<file path="src/rtl/hbw_pkg.sv">
package hbw_pkg;
  typedef enum logic [1:0] {
    HB_NONE = 2'b00,
    HB_RISE = 2'b01,
    HB_FALL = 2'b10
  } hb_edge_e;
endpackage

</file>
<file path="src/rtl/hbw_sync.sv">
module hbw_sync #(
  parameter int STAGES = 2
) (
  input  logic             clk,
  input  logic             rst_n,
  input  logic             hb_i,
  output hbw_pkg::hb_edge_e kind_o
);
  logic [STAGES-1:0] chain_q;
  logic              prev_q;
  logic              level;

  generate
    if (STAGES == 1) begin : g_one
      always_ff @(posedge clk or negedge rst_n) begin
        if (!rst_n) chain_q <= '0;
        else        chain_q <= hb_i;
      end
    end else begin : g_many
      always_ff @(posedge clk or negedge rst_n) begin
        if (!rst_n) chain_q <= '0;
        else        chain_q <= {chain_q[STAGES-2:0], hb_i};
      end
    end
  endgenerate

  assign level = chain_q[STAGES-1];

  always_ff @(posedge clk or negedge rst_n) begin
    if (!rst_n) prev_q <= 1'b0;
    else        prev_q <= level;
  end

  always_comb begin
    if (level && !prev_q)      kind_o = hbw_pkg::HB_RISE;
    else if (!level && prev_q) kind_o = hbw_pkg::HB_FALL;
    else                       kind_o = hbw_pkg::HB_NONE;
  end
endmodule

</file>
<file path="src/rtl/hbw_counter.sv">
module hbw_counter #(
  parameter int TIMEOUT_CYC = 400_000_000,
  parameter int CNT_W       = $clog2(TIMEOUT_CYC)
) (
  input  logic             clk,
  input  logic             rst_n,
  input  logic             hold_i,
  input  logic             clr_i,
  output logic [CNT_W-1:0] cnt_o,
  output logic             expire_o
);
  localparam logic [CNT_W-1:0] LAST = CNT_W'(TIMEOUT_CYC - 1);

  logic [CNT_W-1:0] cnt_q;
  logic             expire_q;

  always_ff @(posedge clk or negedge rst_n) begin
    if (!rst_n) begin
      cnt_q    <= '0;
      expire_q <= 1'b0;
    end else if (hold_i || clr_i) begin
      cnt_q    <= '0;
      expire_q <= 1'b0;
    end else if (cnt_q == LAST) begin
      cnt_q    <= '0;
      expire_q <= 1'b1;
    end else begin
      cnt_q    <= cnt_q + 1'b1;
      expire_q <= 1'b0;
    end
  end

  assign cnt_o    = cnt_q;
  assign expire_o = expire_q;

  // hold forces zero and no strobe
  p_hold_clear_r4: assert property (@(posedge clk) disable iff (!rst_n)
    hold_i |=> (cnt_q == '0 && !expire_q));

  // a heartbeat clear beats a pending expiry
  p_edge_wins_r7: assert property (@(posedge clk) disable iff (!rst_n)
    (clr_i && !hold_i) |=> (cnt_q == '0 && !expire_q));

  // quiet cycles advance the count
  p_advance_r1: assert property (@(posedge clk) disable iff (!rst_n)
    (!hold_i && !clr_i && cnt_q != LAST) |=> (cnt_q == $past(cnt_q) + 1'b1 && !expire_q));

  // strobe coincides with a restarted count
  p_expire_restart_r5: assert property (@(posedge clk) disable iff (!rst_n)
    expire_q |-> (cnt_q == '0));

  // strobe is one cycle wide
  p_single_strobe_r5: assert property (@(posedge clk) disable iff (!rst_n)
    expire_q |=> !expire_q);
endmodule

</file>
<file path="src/rtl/hb_watchdog.sv">
module hb_watchdog #(
  parameter int TIMEOUT_CYC = 400_000_000,
  parameter int SYNC_STAGES = 2,
  parameter int CNT_W       = $clog2(TIMEOUT_CYC)
) (
  input  logic             clk,
  input  logic             rst_n,
  input  logic             hb_in,
  input  logic             sys_rst_act,
  output logic             expire_o,
  output logic [CNT_W-1:0] count_o,
  output logic             half_o
);
  localparam logic [CNT_W-1:0] HALF = CNT_W'(TIMEOUT_CYC / 2);

  hbw_pkg::hb_edge_e kind;
  logic              clr;

  hbw_sync #(.STAGES(SYNC_STAGES)) u_sync (
    .clk    (clk),
    .rst_n  (rst_n),
    .hb_i   (hb_in),
    .kind_o (kind)
  );

  assign clr = (kind != hbw_pkg::HB_NONE);

  hbw_counter #(.TIMEOUT_CYC(TIMEOUT_CYC), .CNT_W(CNT_W)) u_cnt (
    .clk      (clk),
    .rst_n    (rst_n),
    .hold_i   (sys_rst_act),
    .clr_i    (clr),
    .cnt_o    (count_o),
    .expire_o (expire_o)
  );

  assign half_o = (count_o >= HALF);
endmodule

</file>
<file path="config.mk">
export PLATFORM = sky130hd
export DESIGN_NAME = hb_watchdog
export DESIGN_NICKNAME = d
export VERILOG_FILES = /design/src/rtl/hbw_pkg.sv /design/src/rtl/hbw_sync.sv /design/src/rtl/hbw_counter.sv /design/src/rtl/hb_watchdog.sv
export SDC_FILE = /design/constraint.sdc
export NUM_CORES = 1
export LEC_CHECK = 0
export ABC_AREA = 0
export BUFFER_PORTS_ARGS = -buffer_cell sky130_fd_sc_hd__buf_4
export CAP_MARGIN = 15
export CORE_MARGIN = 5
export CORE_UTILIZATION = 45
export CTS_CLUSTER_DIAMETER = 40
export DETAILED_ROUTE_END_ITERATION = 10
export PLACE_DENSITY_LB_ADDON = 0.1
export SLEW_MARGIN = 20
export SYNTH_ARGS = -nofsm -noshare
export SYNTH_HDL_FRONTEND = slang
export SYNTH_SLANG_ARGS = --single-unit
</file>
<file path="constraint.sdc">
create_clock -name clk -period 5.08 [get_ports clk]
set_clock_uncertainty 0.1 [all_clocks]
set_input_delay 0.254 -clock clk [delete_from_list [all_inputs] [get_ports clk]]
set_output_delay 0.254 -clock clk [all_outputs]
set_load 0.02 [all_outputs]
</file>
==> run metrics <==
Final #Nets=227; Avg Inst Size Synth=9.452 sq um; Synth Net Count=190; slowest stage delay, CP=0.57 ns; Buf/Inv on CP=1; ANT nets after route=0; via count=about 1,500; Rows=22; Crit. End Element=primary output; Non-Filler Instances=270; die width=between 70 and 80 um; Setup Viol. Count Final=0; worst vdd ir=0.1174 mV; pwr dens=223.7 mW/mm^2; clock latency on the worst-skew pair=between 0.2 and 0.3 ns; Overflow after GRT=0; cts bufs inserted=5; CTS Root Cell=clkbuf_8; relative max-transition margin=59.61%; required time of the critical path=approximately 4.7 ns; fill cell total of the finished layout=352; post-CTS setup buffer count=0; layout cells sized above 1=around a fifth; Clock Sinks=33; drt pass-1 iters=4; CTS max path bufs=2; Slew @ Worst Pin=between 0.6 and 0.7 ns; Final Slew Violations=0; Placed Cells incl. Taps=260; Cell variety after synth=32; number of global-route vias before repair=1,445; DRC violations left=0; Reg clk slew, reported paths=0.06 ns; diodes inserted=0; RSZ-0062 raised after global routing=no; I/O Buffers=34; critical path type=reg -> out; die area=0.005208 sq mm; min Tclk post-route=approximately 2.3 ns; crit path max fanout=6; vias per inst=about 5.5; io pins=35; Final Hold Fails=0; setup_tns=0 ns; All-Layer GR Usage=roughly 17%; first-pass GRT wire length=6782 um; critical path's most frequent cell=o21ai_0; largest net degree at the start of global routing=34; Min Hold Slack=0.2572 ns; top cell family by delay on the critical path=simple AND/OR/NAND/NOR gates; drt wl/cell=15.03 um; total wire length=4058 um; leakage power=0.9466 nW; Seq cells post-synth=33; initial core utilization=46.80%; DRT iter0 DRCs=128; run status=completed; HP Class=reg -> reg; fin crit share=a little under half; HPWL after DPL=2906 um; CORE AREA=0.003716 sq mm; most frequent cells in the layout=buf_4 (34), nor2_1 (33), dfrtp_1 (33); DIE HEIGHT=72.17 um; area grow syn2layout=21.65%; Peak Freq=approximately 440 MHz; commonest non-fill, non-tap cell in the layout=buf_4; Overall Power=0.4734 mW; Seq/Total Area, Yosys=47.48%; CTS H-tree lvls=2; crit start category=flop; Synth Cell Area=between 0.0015 and 0.002 sq mm; initial antenna violation count=0; Ys Warns=0; RePlAce Congestion=approximately 0.85; Syn Inst Count=184; TritonCTS clock tree=built; MaxCap Viol Count=0; CP Cell Sequence=or4_4 -> o21ai_0 -> o21ai_0 -> nand4_1 -> nand4b_1 -> buf_4; CP Data Arrival Time=around 1.9 ns; Crit-path slowest cell=or4_4
worst register-to-register path: cells and delay by family, from the launching register on:
kind / cells / cell delay, ns
flops: 1 / 0.43
simple gates: 4 / 1.05
compound gates: 1 / 0.53
what timing repair did:
action / in CTS / in global routing
hold buffers: 2 / 0
gates resized for setup: 0 / 0
hold endpoints to repair: 34 / 0
final timing paths:
check | slack, ns | cells after the start | startpoint | end
setup reg to reg | 2.82 | 5 | u_cnt.cnt_o[13] | u_cnt.cnt_o[2]
hold reg to reg | 0.26 | 0 | u_sync.chain_q[0] | u_sync.chain_q[1]
hold / removal | 0.26 | 0 | u_sync.chain_q[0] | u_sync.chain_q[1]
min in group asynchronous | 0.35 | 2 | rst_n | u_cnt.cnt_o[16]
setup / recovery | 2.79 | 6 | u_cnt.cnt_o[13] | half_o
max in group asynchronous | 4.23 | 2 | rst_n | u_cnt.cnt_o[5]
layout make-up:
| type | instances | area [sq um] | share of cell area, % |
|---|---|---|---|
| multi-input cells | 141 | 859.6 | 40.63 |
| flip-flops and latches | 33 | 825.8 | 39.03 |
| repair buffers | 36 | 275.3 | 13.01 |
| clock buffers | 8 | 80.08 | 3.785 |
| well taps | 48 | 60.06 | 2.839 |
| inverters | 4 | 15.01 | 0.7096 |
stage by stage:
stage               worst slack (ns)  utilization [%]  instance area (sq um)
floorplan                      3.085                -                   1739
global placement               2.895            54.24                   2016
detailed placement             2.801            54.24                   2016
CTS                            2.774            56.94                   2116
global route                   2.670            56.94                   2116
finish                         2.788            56.94                   2116
cell usage after synthesis (all sizes together):
| cell | count | share of area, % |
|---|---|---|
| o21ai | 2 | 0.58 |
| buf | 3 | 1.6 |
| nand4 | 15 | 5.4 |
| nor4 | 1 | 0.36 |
| nor4b | 1 | 0.50 |
| a21oi | 1 | 0.29 |
| nor3 | 6 | 2.4 |
| inv | 4 | 0.86 |
| and3 | 9 | 3.2 |
| dfrtp | 33 | 47 |
| nand2 | 19 | 4.1 |
| nor2 | 33 | 7.1 |
| nand2b | 1 | 0.36 |
| nand4b | 1 | 0.50 |
| nand3 | 8 | 2.6 |
| clkbuf | 3 | 0.65 |
| or4 | 2 | 1.1 |
| and4 | 4 | 2.0 |
| o21bai | 1 | 1.1 |
| nor3b | 1 | 0.43 |
| and2 | 4 | 1.4 |
| ha | 2 | 1.4 |
| nor2b | 1 | 0.36 |
| a31oi | 2 | 0.72 |
| a311oi | 1 | 0.50 |
| xor2 | 19 | 9.6 |
| or3 | 1 | 0.36 |
| xnor2 | 6 | 3.0 |
per-layer routing:
metal | share of wire, % | up-vias | routed length, um | GRT usage (%)
li1 | - | 709 | - | -
met3 | 5.9 | 10 | 241 | 5.263
met2 | 49 | 49 | 1976 | 27.91
met1 | 44 | 717 | 1769 | 20.46
met5 | 0 | - | 0 | 0
met4 | 1.8 | 0 | 72 | 6.263
kinds of logic (layout without fill, tap and decap cells):
group / after synthesis / in the layout / share of synthesized area [%]
and+or+nand+nor: 107 / 107 / 32.23
adders and majority gates: 2 / 2 / 1.439
AOI/OAI and AO/OA: 7 / 7 / 3.165
xor gates and xnor gates: 25 / 25 / 12.59
DFF: 33 / 33 / 47.48
buffers and inverters: 10 / 48 / 3.093
power by group:
| part | total (mW) | internal (mW) | switching [mW] |
|---|---|---|---|
| Clock | 0.184 | 0.0971 | 0.0866 |
| Sequential | 0.267 | 0.265 | 0.00182 |
| Combinational | 0.0227 | 0.00760 | 0.0151 |
registers in the layout, summed over array words and instances (netlist names):
signal and flops:
u_sync.prev_q 1, u_sync.chain_q 2, u_cnt.cnt_o 29, u_cnt.expire_o 1
Note: power is estimated with default switching activity, not from simulation.
